### src/rtl/pwm_cmp_pkg.sv
package pwm_cmp_pkg;
  localparam int PER_W  = 4;
  localparam int DIV_W  = 4;
  localparam int MODE_W = 1 + PER_W + DIV_W;

  typedef struct packed {
    logic [DIV_W-1:0] div;
    logic [PER_W-1:0] period;
    logic             en;
  } mode_t;

  // Mode field positions in a write word: enable bit 0, period at 4, divisor at 8.
  function automatic mode_t decode_mode(input logic [15:0] d);
    mode_t m;
    m.en     = d[0];
    m.period = d[4 +: PER_W];
    m.div    = d[8 +: DIV_W];
    return m;
  endfunction
endpackage

### src/rtl/pwm_cmp_shadow.sv
module pwm_cmp_shadow
  import pwm_cmp_pkg::*;
#(
  parameter int VAL_W = 16
) (
  input  logic             clk,
  input  logic             rst,
  input  logic             wr_en,
  input  logic             wr_sel,
  input  logic [VAL_W-1:0] wr_data,
  input  logic             xfer,
  output logic [VAL_W-1:0] sh_value,
  output mode_t            sh_mode,
  output logic             pending
);
  logic mode_wr, value_wr;
  assign mode_wr  = wr_en &  wr_sel;
  assign value_wr = wr_en & ~wr_sel;

  always_ff @(posedge clk) begin
    if (rst) begin
      sh_value <= '0;
      sh_mode  <= '0;
      pending  <= 1'b0;
    end else begin
      if (value_wr) sh_value <= wr_data;
      if (mode_wr)  sh_mode  <= decode_mode(wr_data[15:0]);
      // A mode write wins over the clear, so a colliding write stays armed.
      if (mode_wr)   pending <= 1'b1;
      else if (xfer) pending <= 1'b0;
    end
  end
endmodule

### src/rtl/pwm_cmp_period.sv
module pwm_cmp_period
  import pwm_cmp_pkg::*;
(
  input  logic             clk,
  input  logic             rst,
  input  logic             period_end,
  input  logic [PER_W-1:0] limit,
  output logic             boundary,
  output logic [PER_W-1:0] cnt
);
  assign boundary = period_end && (cnt == limit);

  always_ff @(posedge clk) begin
    if (rst)             cnt <= '0;
    else if (boundary)   cnt <= '0;
    else if (period_end) cnt <= cnt + 1'b1;
  end
endmodule

### src/rtl/pwm_cmp_match.sv
module pwm_cmp_match #(
  parameter int VAL_W = 16
) (
  input  logic             clk,
  input  logic             rst,
  input  logic             en,
  input  logic [VAL_W-1:0] value,
  input  logic [VAL_W-1:0] chan_cnt,
  output logic             match
);
  always_ff @(posedge clk) begin
    if (rst) match <= 1'b0;
    else     match <= en && (chan_cnt == value);
  end
endmodule

### src/rtl/pwm_cmp_update.sv
module pwm_cmp_update
  import pwm_cmp_pkg::*;
#(
  parameter int VAL_W = 16
) (
  input  logic              clk,
  input  logic              rst,
  input  logic              wr_en,
  input  logic              wr_sel,
  input  logic [VAL_W-1:0]  wr_data,
  input  logic              period_end,
  input  logic [VAL_W-1:0]  chan_cnt,
  output logic [VAL_W-1:0]  act_value,
  output logic [MODE_W-1:0] act_mode,
  output logic              match
);
  logic [VAL_W-1:0] sh_value;
  mode_t            sh_mode;
  mode_t            act_m;
  logic             pending;
  logic             boundary;
  logic             xfer;
  logic [PER_W-1:0] upd_cnt;

  assign xfer = boundary && pending;

  pwm_cmp_shadow #(.VAL_W(VAL_W)) u_shadow (
    .clk(clk), .rst(rst), .wr_en(wr_en), .wr_sel(wr_sel), .wr_data(wr_data),
    .xfer(xfer), .sh_value(sh_value), .sh_mode(sh_mode), .pending(pending)
  );

  pwm_cmp_period u_period (
    .clk(clk), .rst(rst), .period_end(period_end), .limit(act_m.period),
    .boundary(boundary), .cnt(upd_cnt)
  );

  always_ff @(posedge clk) begin
    if (rst) begin
      act_value <= '0;
      act_m     <= '0;
    end else if (xfer) begin
      act_value <= sh_value;
      act_m     <= sh_mode;
    end
  end

  assign act_mode = act_m;

  pwm_cmp_match #(.VAL_W(VAL_W)) u_match (
    .clk(clk), .rst(rst), .en(act_m.en), .value(act_value),
    .chan_cnt(chan_cnt), .match(match)
  );
endmodule

### config.mk
export PLATFORM = sky130hd
export DESIGN_NAME = pwm_cmp_update
export DESIGN_NICKNAME = d
export VERILOG_FILES = /design/src/rtl/pwm_cmp_pkg.sv /design/src/rtl/pwm_cmp_shadow.sv /design/src/rtl/pwm_cmp_period.sv /design/src/rtl/pwm_cmp_match.sv /design/src/rtl/pwm_cmp_update.sv
export SDC_FILE = /design/constraint.sdc
export NUM_CORES = 1
export LEC_CHECK = 0
export BUFFER_PORTS_ARGS = -buffer_cell sky130_fd_sc_hd__buf_2
export CAP_MARGIN = 20
export CORE_UTILIZATION = 53
export CTS_CLUSTER_SIZE = 24
export DETAILED_ROUTE_END_ITERATION = 10
export PLACE_DENSITY = 0.79
export SYNTH_ARGS = -nofsm -noshare
export SYNTH_HDL_FRONTEND = slang
export SYNTH_SLANG_ARGS = --single-unit
### constraint.sdc
create_clock -name clk -period 1.9 [get_ports clk]
set_input_delay 0.285 -clock clk [delete_from_list [all_inputs] [get_ports clk]]
set_output_delay 0.285 -clock clk [all_outputs]
set_load 0.005 [all_outputs]
==> run summary, run 1 <==
NetSw: 488 uW
Resize count post-CTS: 0
Clock share of power: 32.4%
WP data arrival: 1.75 ns
Headroom to the max-slew limit: 58.1%
Clk Latency, worst-skew pair: 0.31 ns
Vias per cell: 5.06
Met1 Use GR: 27.5%
Met3 Use GR: 4.78%
Routed wire per std cell: 13.0 um
Antenna-violating nets left: 0
P per Cell Area: 707 nW/um2
Initial antenna violation count: 0
Seq/Total Area, Yosys: 43.7%
EDFF count, synth: 0
# fillers: 385
Starting Density: 56.9%
Synthesized flop and latch total: 56
DR vias: 1,937
Die area: 5120 um2
Clock transition at path regs: 0.09 ns
Most common cell in the netlist: dfxtp_1
Busiest grt layer: met2
Max Freq: 659 MHz
Synth Area in XOR/XNOR: 7.12%
Number of diodes: 0
Synth unique cells: 25
Slew Limit Fails: 0
TritonCTS clock tree: yes
Synth area leaders: dfxtp_1 (44%), mux2i_1 (10%), or2b_2 (8.2%)
Layout net count: 369
CTS Sinks: 56
Layout Utilization: 66.6%
Die Span Y: 71.6 um
Internal power: 1630 uW
Setup Buffers After CTS: 0
CTS Buf Count: 5
Die X: 71.6 um
Post-Synth Adder-Cell Area: 0.488%
Area of the multi-input gates: 1330 um2
Fraction of layout instances using a drive strength above 1: 30.8%
CP Max Fanout: 20
Mapped Cells: 273
H-tree depth: 2
Tcrit/Tclk final: 79.9%
Synth Area in Simple Gates: 27.5%
Final setup vio count: 0
Port Buffer Count: 62
First-pass GRT wire length: 7990 um
YS warnings: 0
Crit. End Element: flip-flop
Pleak: 0.00124 uW
Status: complete, no violations
Total GRT Usage: 20.4%
GRT met2 Usage: 32.1%
Hold buffer count at CTS: 0
Post-synth top cells: dfxtp_1 (56), nand2_1 (52), a21oi_1 (26), mux2i_1 (26), or2b_2 (24)
FP Rows: 24
Post-route insts no fill: 383
Critical path's largest stage delay: 0.43 ns
Area share of the leading cell type in the synthesized netlist: 43.7%
Final hold viol count: 0
Post-Syn Area: 2560 um2
Number of instances in the placed design: 376
FF+latch area: 1120 um2
Total negative setup slack: 0 ns
Slowest-stage cell, CP: dfxtp_1
Leading area contributor after synthesis: dfxtp_1
Synth-to-Final Area Change: 16.9%
Detailed-route DRC error count: 0
Clock root buffer: clkbuf_8
Design area: 3000 um2
Multiplexer share of the synthesized area: 10.1%
Switching Share: 23.0%
Worst vdd ir: 0.549 mV
Grt total ovfl: 0
Main flop type after synthesis: dfxtp_1
Placer congestion estimate: 0.769
Num ports: 63
Final WL: 4970 um
Tmin final: 1.52 ns
Max Clock Skew: 0.00747 ns
Drt pass-1 iters: 4
Compound-cell area share of the yosys netlist: 6.73%
CTS Buffer Depth: 2
Placed inst area: 2900 um2
Worst setup SP type: flip-flop
Largest family of logic cells by synthesized area: simple AND/OR/NAND/NOR gates
Hold_ws: 0.199 ns
Asr flop ratio synth: 0%
Vias in the first global route: 1,751
Initial DRC Count: 69
Slew @ Worst Pin: 0.628 ns
Req. time, crit path: 2.13 ns
Placeable Area: 4500 um2
Path type of the worst setup path: reg2reg
Sequential share of power: 57.7%
Detailed Place HPWL: 3620 um
Pin count of the biggest net entering global routing: 32
Unrepaired setup endpoints after global routing: false
HP Class: in2reg
Avg Cell Area, Syn: 9.40 um2
Max Cap Viol: 0
Post-Syn Nets: 311
Critical-path cell list: xnor2_2, o2111ai_2, nor3_4, buf_12, mux2i_1
Comb pwr share: 9.9%
[power groups by stage]
stage / combinational [uW] / sequential, uW / clock (uW)
final: 210 / 1220 / 686
after global routing: 233 / 1230 / 748
after CTS: 212 / 1220 / 697
after detailed placement: 211 / 1250 / 0
after global placement: 208 / 1250 / 0
after floorplan: 137 / 1250 / 0
[metrics by stage]
stage / power, uW / setup slack (ns)
floorplan: 1380 / 0.384
global placement: 1460 / 0.512
detailed placement: 1460 / 0.402
CTS: 2130 / 0.368
global route: 2210 / 0.278
finish: 2120 / 0.382
[cells in the final DEF (no fill, tap or decap), drive strengths merged]
| master | n |
|---|---|
| buf | 67 |
| o2111ai | 2 |
| o21bai | 1 |
| xnor2 | 2 |
| nor2 | 5 |
| clkbuf | 7 |
| or2b | 40 |
| inv | 3 |
| nor2b | 1 |
| nand4 | 2 |
| xor2 | 18 |
| o21ai | 1 |
| and2 | 1 |
| nor3 | 1 |
| a21oi | 26 |
| nand2 | 52 |
| mux2i | 26 |
| dfxtp | 56 |
| ha | 1 |
| nor4 | 4 |
| nand2b | 15 |
[layout make-up]
class / count / share of cell area (%)
Multi-Input combinational cell: 198 / 44.4
Clock buffer: 7 / 3.21
Tap cell: 52 / 2.17
Sequential cell: 56 / 37.4
Inverter: 3 / 0.375
Timing Repair Buffer: 67 / 12.4
[worst max-delay path, delay by kind of cell, from the launching register on]
kind                   cells  cell delay (ns)
AO/OA/AOI/OAI              1             0.17
flip-flops                 1             0.43
buffers and inverters      1             0.22
multiplexers               1             0.21
AND/OR/NAND/NOR            1             0.26
XOR/XNOR                   1             0.14
[per-layer routing]
layer  wire (um)  vias up  part of all wire (%)
met3         225        8                   4.5
met1        2430      879                    49
li1            -     1002                     -
met4          91        0                   1.8
met5           0        -                     0
met2        2220       48                    45
[cells by family (layout without fill, tap and decap cells)]
kind of cell,after synthesis,in the layout
adder cells (fa/ha/maj),1,1
AO/OA/AOI/OAI,30,30
buffers and inverters,19,77
AND/OR/NAND/NOR,121,121
XOR/XNOR,20,20
flip-flops,56,56
multiplexers,26,26
[sequential cells by signal, summed over array words and instances (netlist names)]
signal	cells
act_mode	9
act_value	16
u_match.match	1
u_period.cnt	4
u_shadow.pending	1
u_shadow.sh_mode	9
u_shadow.sh_value	16
[worst paths after layout]
path,start,to,slack [ns],cells after the start
hold reg to reg,u_shadow.sh_value[15],u_shadow.sh_value[15],0.45,2
setup / recovery,u_period.cnt[2],act_mode[8],0.38,5
setup reg to reg,u_period.cnt[2],act_mode[8],0.38,5
hold / removal,wr_data[3],u_shadow.sh_value[3],0.20,3
Power figures use the tool's default switching activity.
==> inputs of run 2 (changes only) <==
Settings changed: ABC_AREA from default to 1, CORE_UTILIZATION 53 to 52, PLACE_DENSITY 0.79 to 0.78.
Clock period 1.9 ns to 1.5 ns, I/O delays scaled along.
==> run 2 against run 1 <==
The run now ends with design-rule violations left. Setup slack worse by 0.26 ns. Flip-flop and latch count unchanged. Area after synthesis down 2.4%. Critical endpoint is now act_value[1]. Largest power group unchanged.
==> run summary, run 2 <==
Status: finished, violations left (was complete, no violations)
Failing checks: design-rule violations
Setup Buffers After CTS: 0 (unchanged)
P per Cell Area: 1020 nW/um2 (was 707 nW/um2)
Crit. End Element: flip-flop (unchanged)
Asr flop ratio synth: 0% (unchanged)
Synth unique cells: 22 (was 25)
Worst setup SP type: flip-flop (unchanged)
Detailed Place HPWL: 4060 um (was 3620 um)
Largest registers: act_value (16), u_shadow.sh_value (16) (unchanged)
Synthesized flop and latch total: 56 (unchanged)
Final WL: 5340 um (was 4970 um)
Final setup vio count: 0 (unchanged)
Vias per cell: 4.98 (was 5.06)
Layout net count: 453 (was 369)
Final hold viol count: 0 (unchanged)
EDFF count, synth: 0 (unchanged)
Tcrit/Tclk final: 91.7% (was 79.9%)
Number of diodes: 0 (unchanged)
Die Span Y: 71.4 um (was 71.6 um)
WP data arrival: 1.62 ns (was 1.75 ns)
H-tree depth: 2 (unchanged)
First-pass GRT wire length: 8600 um (was 7990 um)
Unrepaired setup endpoints after global routing: false (unchanged)
Commonest non-fill, non-tap cell in the layout: nor2_1 (was buf_2)
Headroom to the max-slew limit: 62.2% (was 58.1%)
Number of instances in the placed design: 460 (was 376)
Worst vdd ir: 0.649 mV (was 0.549 mV)
Seq/Total Area, Yosys: 44.8% (was 43.7%)
Most common cell in the netlist: nor2_1 (was dfxtp_1)
Detailed-route DRC error count: 8 (was 0)
Initial DRC Count: 167 (was 69)
Synth area leaders: dfxtp_1 (45%), nor2_1 (9.8%), nand2_1 (8.7%) (was dfxtp_1 (44%), mux2i_1 (10%), or2b_2 (8.2%))
CP Max Fanout: 21 (was 20)
Starting Density: 55.9% (was 56.9%)
HP Class: in2reg (unchanged)
Port Buffer Count: 62 (unchanged)
TritonCTS clock tree: yes (unchanged)
Post-Syn Nets: 395 (was 311)
Antenna-violating nets left: 0 (unchanged)
Slew Limit Fails: 0 (unchanged)
Avg Cell Area, Syn: 7.01 um2 (was 9.40 um2)
Slew @ Worst Pin: 0.566 ns (was 0.628 ns)
DR vias: 2,332 (was 1,937)
Most frequent cells in the layout: nor2_1 (65), buf_2 (62), nand2_1 (58) (was buf_2 (62), dfxtp_1 (56), nand2_1 (52))
Main flop type after synthesis: dfxtp_1 (unchanged)
Post-route insts no fill: 468 (was 383)
CTS Buffer Depth: 2 (unchanged)
Path type of the worst setup path: reg2reg (unchanged)
Placer congestion estimate: 0.906 (was 0.769)
FP Rows: 24 (unchanged)
Post-synth top cells: nor2_1 (65), nand2_1 (58), dfxtp_1 (56) (was dfxtp_1 (56), nand2_1 (52), a21oi_1 (26), mux2i_1 (26), or2b_2 (24))
Vias in the first global route: 1,934 (was 1,751)
Hold_ws: 0.149 ns (was 0.199 ns)
Clock transition at path regs: 0.09 ns (about the same)
Clk Latency, worst-skew pair: 0.30 ns (was 0.31 ns)
Max Cap Viol: 0 (unchanged)
Die X: 71.4 um (was 71.6 um)
YS warnings: 0 (unchanged)
Total negative setup slack: 0 ns (unchanged)
Fraction of layout instances using a drive strength above 1: 20.0% (was 30.8%)
Req. time, crit path: 1.74 ns (was 2.13 ns)
Area share of the leading cell type in the synthesized netlist: 44.8% (was 43.7%)
Max Freq: 727 MHz (was 659 MHz)
Drt pass-1 iters: 7 (was 4)
Routed wire per std cell: 11.4 um (was 13.0 um)
Clock root buffer: clkbuf_8 (unchanged)
Grt total ovfl: 0 (unchanged)
Post-Syn Area: 2500 um2 (was 2560 um2)
Max Clock Skew: 0.00464 ns (was 0.00747 ns)
Total GRT Usage: 21.5% (was 20.4%)
Synth-to-Final Area Change: 18.3% (was 16.9%)
Leading area contributor after synthesis: dfxtp_1 (unchanged)
Num ports: 63 (unchanged)
Layout Utilization: 66.2% (was 66.6%)
CTS Sinks: 56 (unchanged)
Mapped Cells: 357 (was 273)
Die area: 5090 um2 (was 5120 um2)
Pleak: 0.00137 uW (was 0.00124 uW)
Initial antenna violation count: 0 (unchanged)
Placeable Area: 4470 um2 (was 4500 um2)
CTS Buf Count: 5 (unchanged)
# fillers: 401 (was 385)
Tmin final: 1.37 ns (was 1.52 ns)
Pin count of the biggest net entering global routing: 33 (was 32)
run 2: path summary, 6_finish.rpt:
check	start	to	slack, ns	cells past startpoint
setup / recovery	act_mode[1]	act_value[1]	0.13	9
hold / removal	rst	u_shadow.pending	0.15	2
setup reg to reg	act_mode[1]	act_value[1]	0.13	9
hold reg to reg	u_shadow.sh_mode[7]	u_shadow.sh_mode[7]	0.46	2
run 2: per-layer routing:
metal | share of wire, % | track usage (%) | wire length, um
met4 | 1.4 | 7.33 | 77
met5 | 0 | 0 | 0
met2 | 43 | 32.7 | 2270
met3 | 4.6 | 3.23 | 244
met1 | 51 | 31.2 | 2740
run 2: kinds of logic (layout without fill, tap and decap cells):
group                    after synthesis  count (layout)  share of synthesized area, %
AND/OR/NAND/NOR                      158             158                          27.5
XOR/XNOR                               5               5                          1.75
buffers and inverters                 71             130                          12.0
AO/OA/AOI/OAI                         66              66                          13.4
flip-flops                            56              56                          44.8
adder cells (fa/ha/maj)                1               1                         0.500
run 2: cell type report:
type	count	area, um2	area share [%]
multi-input cells	230	1080	36.5
inverters	52	195	6.59
repair buffers	70	408	13.8
well taps	52	65.1	2.20
flip-flops and latches	56	1120	37.9
clock buffers	8	90.1	3.04
run 2: where the power goes:
part | internal, uW | total [uW] | switching (uW)
clock network | 378 | 829 | 452
registers | 1580 | 1640 | 57.3
logic | 226 | 541 | 314
total | 2190 | 3010 | 823
run 2: metrics by stage:
step | power [uW] | area (um2) | worst slack [ns]
floorplan | 2020 | 2500 | 0.242
global placement | 2200 | 2870 | 0.186
detailed placement | 2210 | 2870 | 0.164
CTS | 3020 | 2960 | 0.132
global route | 3170 | 2960 | 0.00848
finish | 3010 | 2960 | 0.125
run 2: what timing repair did:
action / 4_1_cts / 5_1_grt
setup endpoints to repair: 0 / 4
hold buffers: 0 / 0
resized for setup: 0 / 2
run 2: critical path, cell delays in order (launching register included):
cell and delay (ns):
dfxtp_1 0.39, inv_1 0.05, nand2_1 0.07, nand2_1 0.06, nor2_1 0.12, nand3_2 0.12, nor2_4 0.16, buf_12 0.17
nor2_1 0.05, nor2_1 0.10
==> inputs of run 3 (changes only) <==
Settings changed: CORE_UTILIZATION 52 to 30, PLACE_DENSITY 0.78 to default, RECOVER_POWER from default to 100.
==> run 3 against run 2 <==
The flow now finishes without violations. Sequential share of layout area shrank 1.0 points. Clock skew grew 0.0054 ns. Wire length grew 7.7%. Hold slack gained 0.013 ns. Sequential power is essentially flat. Clock power shrank 0.6%. Fmax grew 2.7%. Non-clock buffer count grew 2. Final area grew 2.7%. Power grew 0.19%. Combinational power grew 3%.
==> run summary, run 3 (synthesis gave the netlist of run 2 again) <==
Status: complete, no violations (was finished, violations left)
Clock transition at path regs: 0.10 ns (was 0.09 ns)
DR vias: 2,281 (was 2,332)
Fraction of layout instances using a drive strength above 1: 18.7% (was 20.0%)
Initial antenna violation count: 0 (unchanged)
FP Rows: 32 (was 24)
Design area: 3040 um2 (was 2960 um2)
Max Freq: 747 MHz (was 727 MHz)
First-pass GRT wire length: 9300 um (was 8600 um)
FF+latch area: 1120 um2 (unchanged)
Placeable Area: 7890 um2 (was 4470 um2)
Total negative setup slack: 0 ns (unchanged)
Critical path's largest stage delay: 0.39 ns (about the same)
H-tree depth: 2 (unchanged)
CTS Buffer Depth: 2 (unchanged)
Max Cap Viol: 0 (unchanged)
Unrepaired setup endpoints after global routing: false (unchanged)
Port Buffer Count: 62 (unchanged)
Pin count of the biggest net entering global routing: 33 (unchanged)
Slew @ Worst Pin: 0.481 ns (was 0.566 ns)
WP data arrival: 1.59 ns (was 1.62 ns)
TritonCTS clock tree: yes (unchanged)
Vias in the first global route: 2,008 (was 1,934)
Grt total ovfl: 0 (unchanged)
Worst vdd ir: 0.327 mV (was 0.649 mV)
Commonest non-fill, non-tap cell in the layout: nor2_1 (unchanged)
CTS Buf Count: 5 (unchanged)
HP Class: in2reg (unchanged)
Placer congestion estimate: 0.804 (was 0.906)
PnR worst setup slack: 0.161 ns (was 0.125 ns)
Crit. End Element: flip-flop (unchanged)
Headroom to the max-slew limit: 67.8% (was 62.2%)
Die X: 93.3 um (was 71.4 um)
Final hold viol count: 0 (unchanged)
Antenna-violating nets left: 0 (unchanged)
Hold_ws: 0.162 ns (was 0.149 ns)
Final setup vio count: 0 (unchanged)
Routed wire per std cell: 11.1 um (was 11.4 um)
Placed inst area: 2940 um2 (was 2870 um2)
Num ports: 63 (unchanged)
Die Span Y: 93.3 um (was 71.4 um)
Detailed Place HPWL: 4480 um (was 4060 um)
Family with the most delay on the worst path: simple AND/OR/NAND/NOR gates (unchanged)
Layout net count: 455 (was 453)
Drt pass-1 iters: 4 (was 7)
Synth-to-Final Area Change: 21.6% (was 18.3%)
Die area: 8710 um2 (was 5090 um2)
Tcrit/Tclk final: 89.2% (was 91.7%)
Req. time, crit path: 1.75 ns (was 1.74 ns)
Total GRT Usage: 13.7% (was 21.5%)
Critical-path cell list: inv_1, nand2_1, nand2_1, nor2_2, nand3_2, nor2_4, buf_12, nor2_1, nor2_1 (was inv_1, nand2_1, nand2_1, nor2_1, nand3_2, nor2_4, buf_12, nor2_1, nor2_1)
Clock root buffer: clkbuf_8 (unchanged)
Detailed-route DRC error count: 0 (was 8)
Pre-CTS setup slack: 0.0970 ns (was 0.164 ns)
P per Cell Area: 991 nW/um2 (was 1020 nW/um2)
Area of the multi-input gates: 1080 um2 (about the same)
Starting Density: 31.7% (was 55.9%)
Initial DRC Count: 99 (was 167)
Max Clock Skew: 0.0101 ns (was 0.00464 ns)
WP buf/inv: 2 (unchanged)
Clk Latency, worst-skew pair: 0.31 ns (was 0.30 ns)
Tmin final: 1.34 ns (was 1.37 ns)
Path type of the worst setup path: reg2reg (unchanged)
# fillers: 831 (was 401)
Largest registers: act_value (16), u_shadow.sh_value (16) (unchanged)
Vias per cell: 4.39 (was 4.98)
CP Max Fanout: 21 (unchanged)
Final WL: 5750 um (was 5340 um)
Slowest-stage cell, CP: dfxtp_1 (unchanged)
Worst setup SP type: flip-flop (unchanged)
Pleak: 0.00135 uW (was 0.00137 uW)
Layout Utilization: 38.6% (was 66.2%)
Slew Limit Fails: 0 (unchanged)
CTS Sinks: 56 (unchanged)
Most frequent cells in the layout: nor2_1 (64), nand2_1 (58), dfxtp_1 (54) (was nor2_1 (65), buf_2 (62), nand2_1 (58))
Number of diodes: 0 (unchanged)
run 3: cell types whose count changed in the layout (fill, tap and decap cells not counted):
cell / delta
buf_4: +1
clkbuf_8: -1
clkinv_4: +1
clkinvlp_4: +1
buf_2: -9
clkbuf_1: +8
buf_12: +1
nor2_1: -1
nor2_2: +1
run 3: repair_timing:
action	in CTS	in global routing
setup buffers	0	2
setup endpoints to repair	0	21
hold buffers	0	0
resized for setup	0	3
run 3: where the power goes:
group,total (uW),switching [uW],leakage [uW],internal [uW]
logic,557,323,0.000848,234
clock network,824,491,0.0000414,333
registers,1630,52.6,0.000459,1580
run 3: layout make-up:
type	instances	area share [%]
sequential	56	36.9
clock buffer	6	2.39
tap	102	4.20
timing repair buffer	72	13.9
multi-input combinational	230	35.6
clock inverter	2	0.535
inverter	52	6.42
run 3: layer usage:
layer / part of all wire [%] / global-route usage [%] / wire (um)
met5: 0 / 0 / 0
met4: 1.7 / 6.15 / 95
met3: 5.7 / 3.09 / 327
met2: 42 / 20.3 / 2390
met1: 51 / 19.0 / 2940
run 3: metrics by stage:
step,std cells,power [uW]
detailed placement,510,2220
global route,520,3200
global placement,510,2210
CTS,518,3040
floorplan,357,2020
finish,520,3010
run 3: path summary, 6_finish.rpt:
path                  startpoint             endpoint  slack, ns  depth (start not counted)
max                  act_mode[4]         act_value[1]       0.16                          9
min                          rst     u_shadow.pending       0.16                          2
max reg2reg          act_mode[4]         act_value[1]       0.16                          9
min reg2reg  u_shadow.sh_mode[8]  u_shadow.sh_mode[8]       0.46                          2
run 3: worst reg2reg max path, cell delays in order, from the launching register on:
cell,delay (ns)
dfxtp_1,0.39
inv_1,0.08
nand2_1,0.09
nand2_1,0.06
nor2_2,0.10
nand3_2,0.10
nor2_4,0.15
buf_12,0.16
nor2_1,0.05
nor2_1,0.10
